**src/rtl/evtmr_pkg.sv**
```systemverilog
package evtmr_pkg;

  localparam int ADDR_W    = 3;
  localparam int NUM_FLAGS = 2;

  // flag positions, shared by the status word and the interrupt mask
  localparam int FLG_CMP  = 0;
  localparam int FLG_WRAP = 1;
  localparam int ST_RUN   = 2;

  // control word bits
  localparam int CTL_EN   = 0;
  localparam int CTL_DIS  = 1;
  localparam int CTL_TRIG = 2;

  // mode word bit
  localparam int MODE_STOP = 0;

  typedef enum logic [ADDR_W-1:0] {
    A_MODE  = 3'd0,
    A_CMP   = 3'd1,
    A_CTRL  = 3'd2,
    A_STAT  = 3'd3,
    A_IEN   = 3'd4,
    A_IDIS  = 3'd5,
    A_IMASK = 3'd6,
    A_COUNT = 3'd7
  } reg_addr_e;

  typedef struct packed {
    logic trig;
    logic dis;
    logic en;
  } chan_cmd_t;

endpackage

```
**src/rtl/evtmr_count.sv**
```systemverilog
module evtmr_count #(
  parameter int CNT_W = 16
) (
  input  logic                 clk,
  input  logic                 rst_n,
  input  logic                 tick_en,
  input  logic                 cmd_vld,
  input  evtmr_pkg::chan_cmd_t cmd,
  input  logic                 stop_on_match,
  input  logic [CNT_W-1:0]     cmp_val,
  output logic [CNT_W-1:0]     cnt,
  output logic                 running,
  output logic                 cmp_hit,
  output logic                 wrap_hit
);

  // next count value, wrapping modulo 2^CNT_W
  function automatic logic [CNT_W-1:0] step_up(input logic [CNT_W-1:0] v);
    return v + CNT_W'(1);
  endfunction

  // true when the next step wraps to zero
  function automatic logic at_top(input logic [CNT_W-1:0] v);
    return &v;
  endfunction

  logic advance;

  // a control write owns the cycle; a tick in the same cycle is dropped
  assign advance  = running && tick_en && !cmd_vld;
  assign cmp_hit  = advance && (step_up(cnt) == cmp_val);
  assign wrap_hit = advance && at_top(cnt);

  always_ff @(posedge clk) begin
    if (!rst_n) begin
      cnt     <= '0;
      running <= 1'b0;
    end else if (cmd_vld) begin
      if (cmd.trig) cnt <= '0;
      if (cmd.dis)     running <= 1'b0;
      else if (cmd.en) running <= 1'b1;
    end else if (advance) begin
      if (cmp_hit) begin
        cnt <= '0;
        if (stop_on_match) running <= 1'b0;
      end else begin
        cnt <= step_up(cnt);
      end
    end
  end

  assert_dis_wins_R6: assert property (@(posedge clk) disable iff (!rst_n)
    cmd_vld && cmd.dis |=> !running);

  assert_trig_zero_R6: assert property (@(posedge clk) disable iff (!rst_n)
    cmd_vld && cmd.trig |=> cnt == '0);

  assert_step_R2: assert property (@(posedge clk) disable iff (!rst_n)
    advance && !cmp_hit |=> cnt == step_up($past(cnt)));

  assert_hold_R2: assert property (@(posedge clk) disable iff (!rst_n)
    !advance && !cmd_vld |=> $stable(cnt));

  assert_periodic_R4: assert property (@(posedge clk) disable iff (!rst_n)
    cmp_hit && !stop_on_match |=> running && cnt == '0);

  assert_oneshot_R5: assert property (@(posedge clk) disable iff (!rst_n)
    cmp_hit && stop_on_match |=> !running && cnt == '0);

endmodule

```
**src/rtl/evtmr_flags.sv**
```systemverilog
module evtmr_flags #(
  parameter int NF = 2
) (
  input  logic          clk,
  input  logic          rst_n,
  input  logic [NF-1:0] set_vec,
  input  logic          clr,
  input  logic [NF-1:0] mask,
  output logic [NF-1:0] flags,
  output logic          irq
);

  // a read-clear and a new event at the same edge: the event wins
  always_ff @(posedge clk) begin
    if (!rst_n) flags <= '0;
    else        flags <= (clr ? '0 : flags) | set_vec;
  end

  assign irq = |(flags & mask);

  for (genvar i = 0; i < NF; i++) begin : g_chk
    assert_latch_R3: assert property (@(posedge clk) disable iff (!rst_n)
      set_vec[i] |=> flags[i]);
    assert_clear_R8: assert property (@(posedge clk) disable iff (!rst_n)
      clr && !set_vec[i] |=> !flags[i]);
  end

endmodule

```
**src/rtl/evtmr_regs.sv**
```systemverilog
module evtmr_regs #(
  parameter int CNT_W  = 16,
  parameter int DATA_W = 16,
  parameter int NF     = 2
) (
  input  logic                         clk,
  input  logic                         rst_n,
  input  logic                         wr_en,
  input  logic                         rd_en,
  input  logic [evtmr_pkg::ADDR_W-1:0] addr,
  input  logic [DATA_W-1:0]            wdata,
  input  logic [NF-1:0]                flags,
  input  logic                         running,
  input  logic [CNT_W-1:0]             cnt,
  output logic                         stop_on_match,
  output logic [CNT_W-1:0]             cmp_val,
  output logic                         cmd_vld,
  output evtmr_pkg::chan_cmd_t         cmd,
  output logic [NF-1:0]                mask,
  output logic                         stat_rd,
  output logic [DATA_W-1:0]            rdata
);
  import evtmr_pkg::*;

  logic wr_mode, wr_cmp, wr_ien, wr_idis;
  logic [DATA_W-1:0] rd_mux;

  assign wr_mode = wr_en && (addr == A_MODE);
  assign wr_cmp  = wr_en && (addr == A_CMP);
  assign wr_ien  = wr_en && (addr == A_IEN);
  assign wr_idis = wr_en && (addr == A_IDIS);
  assign cmd_vld = wr_en && (addr == A_CTRL);
  assign stat_rd = rd_en && (addr == A_STAT);

  assign cmd.trig = wdata[CTL_TRIG];
  assign cmd.dis  = wdata[CTL_DIS];
  assign cmd.en   = wdata[CTL_EN];

  always_ff @(posedge clk) begin
    if (!rst_n) begin
      stop_on_match <= 1'b0;
      cmp_val       <= '0;
      mask          <= '0;
    end else begin
      if (wr_mode) stop_on_match <= wdata[MODE_STOP];
      if (wr_cmp)  cmp_val <= wdata[CNT_W-1:0];
      if (wr_ien)       mask <= mask | wdata[NF-1:0];
      else if (wr_idis) mask <= mask & ~wdata[NF-1:0];
    end
  end

  always_comb begin
    rd_mux = '0;
    case (addr)
      A_MODE:  rd_mux[MODE_STOP] = stop_on_match;
      A_CMP:   rd_mux[CNT_W-1:0] = cmp_val;
      A_STAT: begin
        rd_mux[NF-1:0]  = flags;
        rd_mux[ST_RUN]  = running;
      end
      A_IMASK: rd_mux[NF-1:0] = mask;
      A_COUNT: rd_mux[CNT_W-1:0] = cnt;
      default: rd_mux = '0;
    endcase
  end

  always_ff @(posedge clk) begin
    if (!rst_n)     rdata <= '0;
    else if (rd_en) rdata <= rd_mux;
    else            rdata <= '0;
  end

  assert_mask_set_R9: assert property (@(posedge clk) disable iff (!rst_n)
    wr_ien |=> (mask & $past(wdata[NF-1:0])) == $past(wdata[NF-1:0]));

  assert_mask_clr_R9: assert property (@(posedge clk) disable iff (!rst_n)
    wr_idis |=> (mask & $past(wdata[NF-1:0])) == '0);

  assert_cmp_keep_R10: assert property (@(posedge clk) disable iff (!rst_n)
    !wr_cmp |=> $stable(cmp_val));

  assert_idle_rdata_R10: assert property (@(posedge clk) disable iff (!rst_n)
    !rd_en |=> rdata == '0);

endmodule

```
**src/rtl/cmp_event_timer.sv**
```systemverilog
module cmp_event_timer #(
  parameter int CNT_W  = 16,
  parameter int DATA_W = 16
) (
  input  logic                         clk,
  input  logic                         rst_n,
  input  logic                         tick_en,
  input  logic                         wr_en,
  input  logic                         rd_en,
  input  logic [evtmr_pkg::ADDR_W-1:0] addr,
  input  logic [DATA_W-1:0]            wdata,
  output logic [DATA_W-1:0]            rdata,
  output logic                         irq
);
  import evtmr_pkg::*;

  localparam int NF = NUM_FLAGS;

  logic             stop_on_match;
  logic [CNT_W-1:0] cmp_val;
  logic [CNT_W-1:0] cnt;
  logic             running;
  logic             cmd_vld;
  chan_cmd_t        cmd;
  logic             cmp_hit;
  logic             wrap_hit;
  logic [NF-1:0]    set_vec;
  logic [NF-1:0]    flags;
  logic [NF-1:0]    irq_mask;
  logic             stat_rd;

  always_comb begin
    set_vec           = '0;
    set_vec[FLG_CMP]  = cmp_hit;
    set_vec[FLG_WRAP] = wrap_hit;
  end

  evtmr_regs #(.CNT_W(CNT_W), .DATA_W(DATA_W), .NF(NF)) u_regs (
    .clk           (clk),
    .rst_n         (rst_n),
    .wr_en         (wr_en),
    .rd_en         (rd_en),
    .addr          (addr),
    .wdata         (wdata),
    .flags         (flags),
    .running       (running),
    .cnt           (cnt),
    .stop_on_match (stop_on_match),
    .cmp_val       (cmp_val),
    .cmd_vld       (cmd_vld),
    .cmd           (cmd),
    .mask          (irq_mask),
    .stat_rd       (stat_rd),
    .rdata         (rdata)
  );

  evtmr_count #(.CNT_W(CNT_W)) u_count (
    .clk           (clk),
    .rst_n         (rst_n),
    .tick_en       (tick_en),
    .cmd_vld       (cmd_vld),
    .cmd           (cmd),
    .stop_on_match (stop_on_match),
    .cmp_val       (cmp_val),
    .cnt           (cnt),
    .running       (running),
    .cmp_hit       (cmp_hit),
    .wrap_hit      (wrap_hit)
  );

  evtmr_flags #(.NF(NF)) u_flags (
    .clk     (clk),
    .rst_n   (rst_n),
    .set_vec (set_vec),
    .clr     (stat_rd),
    .mask    (irq_mask),
    .flags   (flags),
    .irq     (irq)
  );

  assert_irq_quiet_R9: assert property (@(posedge clk) disable iff (!rst_n)
    (irq_mask == '0) |-> !irq);

  assert_stop_hold_R5: assert property (@(posedge clk) disable iff (!rst_n)
    !running && !cmd_vld |=> !running);

endmodule

```
**config.mk**
```make
export PLATFORM = sky130hd
export DESIGN_NAME = cmp_event_timer
export DESIGN_NICKNAME = d
export VERILOG_FILES = /design/src/rtl/evtmr_pkg.sv /design/src/rtl/evtmr_count.sv /design/src/rtl/evtmr_flags.sv /design/src/rtl/evtmr_regs.sv /design/src/rtl/cmp_event_timer.sv
export SDC_FILE = /design/constraint.sdc
export NUM_CORES = 1
export LEC_CHECK = 0
export ABC_AREA = 1
export ABC_CLOCK_PERIOD_IN_PS = 2000
export BUFFER_PORTS_ARGS = -buffer_cell sky130_fd_sc_hd__buf_2
export CELL_PAD_IN_SITES_DETAIL_PLACEMENT = 1
export CELL_PAD_IN_SITES_GLOBAL_PLACEMENT = 1
export CORE_ASPECT_RATIO = 0.75
export CORE_MARGIN = 10
export CORE_UTILIZATION = 40
export DETAILED_ROUTE_END_ITERATION = 8
export GPL_TIMING_DRIVEN = 0
export HOLD_SLACK_MARGIN = 0.05
export PLACE_DENSITY = 0.85
export SETUP_SLACK_MARGIN = 0.3
export SLEW_MARGIN = 20
export SYNTH_ARGS = -nofsm -noshare
export SYNTH_HDL_FRONTEND = slang
export SYNTH_SLANG_ARGS = --single-unit
```
**constraint.sdc**
```tcl
create_clock -name clk -period 2 [get_ports clk]
set_input_delay 0.4 -clock clk [delete_from_list [all_inputs] [get_ports clk]]
set_output_delay 0.4 -clock clk [all_outputs]
set_load 0.01 [all_outputs]
```
==> report_table.html <==
<table>
<tr><th>Metric</th><th>Value</th></tr>
<tr><th colspan="2">STA</th></tr>
<tr><td>Worst Max-Slew Pin Slew</td><td>0.603 ns</td></tr>
<tr><td>Fin crit share</td><td>113%</td></tr>
<tr><td>Min Clock Period, post-route</td><td>2.26 ns</td></tr>
<tr><td>Max-slew violation total from the final report</td><td>0</td></tr>
<tr><td>Worst setup slack after layout</td><td>-0.255 ns</td></tr>
<tr><td>Layout Skew</td><td>0.00521 ns</td></tr>
<tr><td>Worst max-slew margin expressed relative to the limit</td><td>59.8%</td></tr>
<tr><td>Final Hold Viols</td><td>0</td></tr>
<tr><td>Achievable clock frequency</td><td>0.443 GHz</td></tr>
<tr><td>Final setup violation count</td><td>18</td></tr>
<tr><td>Setup repair after global routing missed its margin</td><td>yes</td></tr>
<tr><th colspan="2">Finish</th></tr>
<tr><td>Proportion of layout cells with a drive suffix above 1</td><td>23.9%</td></tr>
<tr><td>Share of the core filled with cells</td><td>51.5%</td></tr>
<tr><td>Fillers</td><td>901</td></tr>
<tr><td>N_diodes</td><td>0</td></tr>
<tr><td>Non-Filler Instances</td><td>565</td></tr>
<tr><td>Area growth, synth to finish</td><td>25.1%</td></tr>
<tr><td>Post-layout net count</td><td>506</td></tr>
<tr><th colspan="2">Logic synthesis</th></tr>
<tr><td>Synthesized area divided by synthesized cell count</td><td>6.63 um^2</td></tr>
<tr><td>Netlist area before placement</td><td>2810 um^2</td></tr>
<tr><td>Post-synthesis register bit count</td><td>54</td></tr>
<tr><td>Distinct cell type count after synthesis</td><td>27</td></tr>
<tr><td>Count of yosys warnings during synthesis</td><td>0</td></tr>
<tr><td>Sequential fraction of the synthesis area</td><td>38.4%</td></tr>
<tr><td>Syn_nets</td><td>449</td></tr>
<tr><td>Cells after synthesis</td><td>424</td></tr>
<tr><th colspan="2">Critical path</th></tr>
<tr><td>Ordered cell list for the critical path</td><td>ha_4 &gt; nand2_4 &gt; nor2_4 &gt; buf_12 &gt; nand3_4 &gt; nand2_4 &gt; nor2_2 &gt; nor2_1 &gt; nand3_1 &gt; nor2_2 &gt; nand3_4 &gt; buf_8 &gt; nand4_1 &gt; a21oi_2</td></tr>
<tr><td>Highest-delay cell along the critical path</td><td>sky130_fd_sc_hd__dfxtp_4</td></tr>
<tr><td>Reg-to-Reg End</td><td>u_count.cnt[10]</td></tr>
<tr><td>Crit path capture type</td><td>flip-flop</td></tr>
<tr><td>Worst reg2reg setup slack</td><td>-0.26 ns</td></tr>
<tr><td>Crit-path max cell delay</td><td>0.40 ns</td></tr>
<tr><td>Category of cells accounting for the largest share of critical-path delay</td><td>simple AND/OR/NAND/NOR gates</td></tr>
<tr><td>Data arrival time of the worst path</td><td>2.45 ns</td></tr>
<tr><td>Origin of the critical flop-to-flop path</td><td>u_count.cnt[1]</td></tr>
<tr><td>Worst Setup Start Kind</td><td>flip-flop</td></tr>
<tr><td>CP required</td><td>2.20 ns</td></tr>
<tr><td>Type of the worst setup path</td><td>flip-flop to flip-flop</td></tr>
<tr><td>Worst Path Max Fanout</td><td>6</td></tr>
<tr><td>Depth of the worst register-to-register path</td><td>14</td></tr>
<tr><td>Worst Path Buf+Inv</td><td>2</td></tr>
<tr><th colspan="2">Die</th></tr>
<tr><td>Starting density of the core</td><td>41.2%</td></tr>
<tr><td>Overall die height</td><td>92.6 um</td></tr>
<tr><td>IO Count</td><td>41</td></tr>
<tr><td>Row count</td><td>26</td></tr>
<tr><td>Core Box Area</td><td>6830 um^2</td></tr>
<tr><td>Die outline width</td><td>117 um</td></tr>
<tr><td>Total die area</td><td>10800 um^2</td></tr>
<tr><th colspan="2">Placement</th></tr>
<tr><td>Port Buf Inserts</td><td>40</td></tr>
<tr><td>Half-perimeter wire length of the detailed placement result</td><td>7270 um</td></tr>
<tr><td>Placed cell count</td><td>548</td></tr>
<tr><td>GP Congestion</td><td>0.869</td></tr>
<tr><th colspan="2">Min path</th></tr>
<tr><td>Class of the tightest hold or removal check</td><td>primary input to flip-flop</td></tr>
<tr><td>Number of stages on the worst hold path</td><td>3</td></tr>
<tr><td>Hold_sp</td><td>wdata[11]</td></tr>
<tr><td>Hold-critical path endpoint</td><td>u_regs.cmp_val[11]</td></tr>
<tr><th colspan="2">Global route</th></tr>
<tr><td>Maximum number of pins on one net before global-route repair</td><td>16</td></tr>
<tr><td>Global-route wire length before repair</td><td>16000 um</td></tr>
<tr><td>Number of antenna violations at the first check in global routing</td><td>0</td></tr>
<tr><td>Total global-route track usage</td><td>18.4%</td></tr>
<tr><td>Vias in the first global route</td><td>3199</td></tr>
<tr><td>Remaining global-route overflow</td><td>0</td></tr>
<tr><th colspan="2">Clock network</th></tr>
<tr><td>CTS tree</td><td>yes</td></tr>
<tr><td>Clock buffer depth</td><td>2</td></tr>
<tr><td>Number of buffers created by CTS</td><td>5</td></tr>
<tr><td>Clock transition at the registers of the reported paths</td><td>0.10 ns</td></tr>
<tr><td>Insertion delay to the later sink of the worst-skew pair</td><td>0.32 ns</td></tr>
<tr><td>H-Tree Depth</td><td>2</td></tr>
<tr><td>Sink count of the clock tree</td><td>54</td></tr>
<tr><td>Root buf cell</td><td>sky130_fd_sc_hd__clkbuf_8</td></tr>
<tr><th colspan="2">Outcome</th></tr>
<tr><td>Violations in the final reports</td><td>setup timing</td></tr>
<tr><td>Status</td><td>finished, violations left</td></tr>
<tr><th colspan="2">Pwr</th></tr>
<tr><td>Max VDD drop</td><td>0.000392 V</td></tr>
<tr><td>Leak</td><td>0.00136 uW</td></tr>
<tr><td>Cell area power density</td><td>582 nW/um^2</td></tr>
<tr><td>Total chip power</td><td>2050 uW</td></tr>
<tr><th colspan="2">Drt</th></tr>
<tr><td>Routed Antenna Nets</td><td>0</td></tr>
<tr><td>Initial drt markers</td><td>139</td></tr>
<tr><td>Average wire per standard cell</td><td>18.5 um</td></tr>
<tr><td>Via density per instance</td><td>5.44</td></tr>
<tr><td>Number of design rule violations left after detail routing</td><td>0</td></tr>
<tr><td>Number of detailed-routing iterations run before antenna repair</td><td>4</td></tr>
<tr><td>Routed wire length</td><td>10500 um</td></tr>
<tr><td>Number of vias in the routed layout</td><td>3071</td></tr>
<tr><th colspan="2">Job</th></tr>
<tr><td>Maxcap violations</td><td>0</td></tr>
</table>
## synthesized netlist by cell type
| master | n | share of area [%] |
|---|---|---|
| sky130_fd_sc_hd__a21oi_1 | 46 | 8.2 |
| sky130_fd_sc_hd__a21oi_2 | 1 | 0.31 |
| sky130_fd_sc_hd__a22oi_1 | 2 | 0.53 |
| sky130_fd_sc_hd__a41oi_1 | 2 | 0.62 |
| sky130_fd_sc_hd__buf_2 | 2 | 0.36 |
| sky130_fd_sc_hd__buf_6 | 2 | 0.80 |
| sky130_fd_sc_hd__clkbuf_1 | 11 | 1.5 |
| sky130_fd_sc_hd__dfxtp_1 | 54 | 38 |
| sky130_fd_sc_hd__ha_1 | 1 | 0.44 |
| sky130_fd_sc_hd__inv_1 | 36 | 4.8 |
| sky130_fd_sc_hd__nand2_1 | 133 | 18 |
| sky130_fd_sc_hd__nand2_2 | 2 | 0.44 |
| sky130_fd_sc_hd__nand3_1 | 31 | 5.5 |
| sky130_fd_sc_hd__nand3_2 | 1 | 0.36 |
| sky130_fd_sc_hd__nand3_4 | 1 | 0.62 |
| sky130_fd_sc_hd__nand3b_1 | 6 | 1.6 |
| sky130_fd_sc_hd__nand4_1 | 19 | 4.2 |
| sky130_fd_sc_hd__nor2_1 | 38 | 5.1 |
| sky130_fd_sc_hd__nor2_2 | 2 | 0.44 |
| sky130_fd_sc_hd__nor2_4 | 4 | 1.6 |
| sky130_fd_sc_hd__nor3_1 | 2 | 0.36 |
| sky130_fd_sc_hd__o21ai_0 | 22 | 3.9 |
| sky130_fd_sc_hd__o21ai_1 | 1 | 0.18 |
| sky130_fd_sc_hd__or2_2 | 1 | 0.22 |
| sky130_fd_sc_hd__xnor2_1 | 1 | 0.31 |
| sky130_fd_sc_hd__xnor3_1 | 1 | 0.80 |
| sky130_fd_sc_hd__xor2_1 | 2 | 0.62 |
## registers in the layout (all words and copies together), names as in the netlist, named ones only
name / count
u_flags.flags: 2
u_regs.stop_on_match: 1
u_regs.cmp_val: 16
u_regs.rdata: 16
u_count.cnt: 16
u_count.running: 1
## cell usage in the layout, fill, tap and decap left out, types with 2 or more instances in the layout
| cell | Yosys | layout |
|---|---|---|
| sky130_fd_sc_hd__dfxtp_4 | 0 | 2 |
| sky130_fd_sc_hd__buf_4 | 0 | 7 |
| sky130_fd_sc_hd__nor3_1 | 2 | 2 |
| sky130_fd_sc_hd__inv_1 | 36 | 36 |
| sky130_fd_sc_hd__a21oi_1 | 46 | 42 |
| sky130_fd_sc_hd__dfxtp_2 | 0 | 7 |
| sky130_fd_sc_hd__clkbuf_2 | 0 | 3 |
| sky130_fd_sc_hd__nand3_4 | 1 | 2 |
| sky130_fd_sc_hd__clkbuf_8 | 0 | 6 |
| sky130_fd_sc_hd__nor2_2 | 2 | 9 |
| sky130_fd_sc_hd__a21oi_2 | 1 | 5 |
| sky130_fd_sc_hd__nand3_1 | 31 | 23 |
| sky130_fd_sc_hd__nand3_2 | 1 | 8 |
| sky130_fd_sc_hd__clkbuf_1 | 11 | 8 |
| sky130_fd_sc_hd__buf_12 | 0 | 2 |
| sky130_fd_sc_hd__nand2_1 | 133 | 127 |
| sky130_fd_sc_hd__o21ai_0 | 22 | 21 |
| sky130_fd_sc_hd__buf_2 | 2 | 42 |
| sky130_fd_sc_hd__dfxtp_1 | 54 | 45 |
| sky130_fd_sc_hd__a22oi_1 | 2 | 2 |
| sky130_fd_sc_hd__nor2_1 | 38 | 28 |
| sky130_fd_sc_hd__xor2_1 | 2 | 2 |
| sky130_fd_sc_hd__a41oi_1 | 2 | 2 |
| sky130_fd_sc_hd__nand4_1 | 19 | 19 |
| sky130_fd_sc_hd__nand2_2 | 2 | 6 |
| sky130_fd_sc_hd__nand3b_1 | 6 | 6 |
| sky130_fd_sc_hd__nor2_4 | 4 | 7 |
| sky130_fd_sc_hd__nand2_4 | 0 | 2 |
## layer usage
layer | part of all wire [%] | GRT usage [%]
met1 | 45 | 23.6
met2 | 47 | 30.0
met3 | 7.4 | 5.35
met4 | 0.87 | 4.00
met5 | 0 | 0
## cell type report
class                           count  area [um^2]  share of cell area [%]
Clock buffer                        6         82.6                    2.35
Timing Repair Buffer               50          318                    9.03
Buffer                             15         81.3                    2.31
Sequential cell                    54         1100                    31.2
Inverter                           36          135                    3.84
Multi-Input combinational cell    319         1670                    47.4
Tap cell                           84          105                    2.99
Clock inverter                      1         30.0                   0.853
## power breakdown
part / internal (uW) / switching, uW
clock: 402 / 386
sequential: 1090 / 15.1
combinational: 51.4 / 108
total: 1540 / 509
## through the flow
step / cell area (um^2) / worst slack [ns] / hold slack (ns) / TNS, ns
after floorplan: 2850 / 0.230 / 0.440 / 0
final: 3520 / -0.255 / 0.299 / -4.13
after global placement: 3160 / -0.278 / 0.463 / -2.43
after CTS: 3360 / -0.0756 / 0.297 / -0.850
after detailed placement: 3160 / -0.330 / 0.475 / -4.29
after global routing: 3520 / -0.354 / 0.295 / -5.83
## how the worst max path moves through the flow
stage,from,to,depth (start not counted)
after global placement,addr[0],u_regs.cmp_val[9],9
after detailed placement,addr[0],u_regs.cmp_val[9],9
after global routing,u_count.cnt[0],u_count.cnt[14],15
final,u_count.cnt[1],u_count.cnt[10],14
after floorplan,u_count.cnt[1],u_count.cnt[11],13
after CTS,u_count.cnt[0],u_count.cnt[10],13
## cells by family after synthesis
kind of cell / after synthesis / synth area share (%)
flip-flops: 54 / 38.4
AND/OR/NAND/NOR: 240 / 38.2
buffers and inverters: 51 / 7.43
AO/OA/AOI/OAI: 74 / 13.7
adder cells (fa/ha/maj): 1 / 0.445
XOR/XNOR: 4 / 1.73
## worst reg2reg max path: stages, from the launching register on
cell and delay, ns:
sky130_fd_sc_hd__dfxtp_4 0.40, sky130_fd_sc_hd__ha_4 0.17, sky130_fd_sc_hd__nand2_4 0.06, sky130_fd_sc_hd__nor2_4 0.15, sky130_fd_sc_hd__buf_12 0.14, sky130_fd_sc_hd__nand3_4 0.08, sky130_fd_sc_hd__nand2_4 0.10, sky130_fd_sc_hd__nor2_2 0.04
sky130_fd_sc_hd__nor2_1 0.11, sky130_fd_sc_hd__nand3_1 0.18, sky130_fd_sc_hd__nor2_2 0.21, sky130_fd_sc_hd__nand3_4 0.15, sky130_fd_sc_hd__buf_8 0.17, sky130_fd_sc_hd__nand4_1 0.10, sky130_fd_sc_hd__a21oi_2 0.06
## repair_timing
action                                  4_1_cts  5_1_grt
gates resized for setup                      15       30
gates cloned                                  0        1
pin swaps                                     2        7
buffers inserted                              4        5
endpoints found under the setup margin       34       41
hold buffers                                  0        0
No activity file was read; power rests on OpenSTA's default activity.
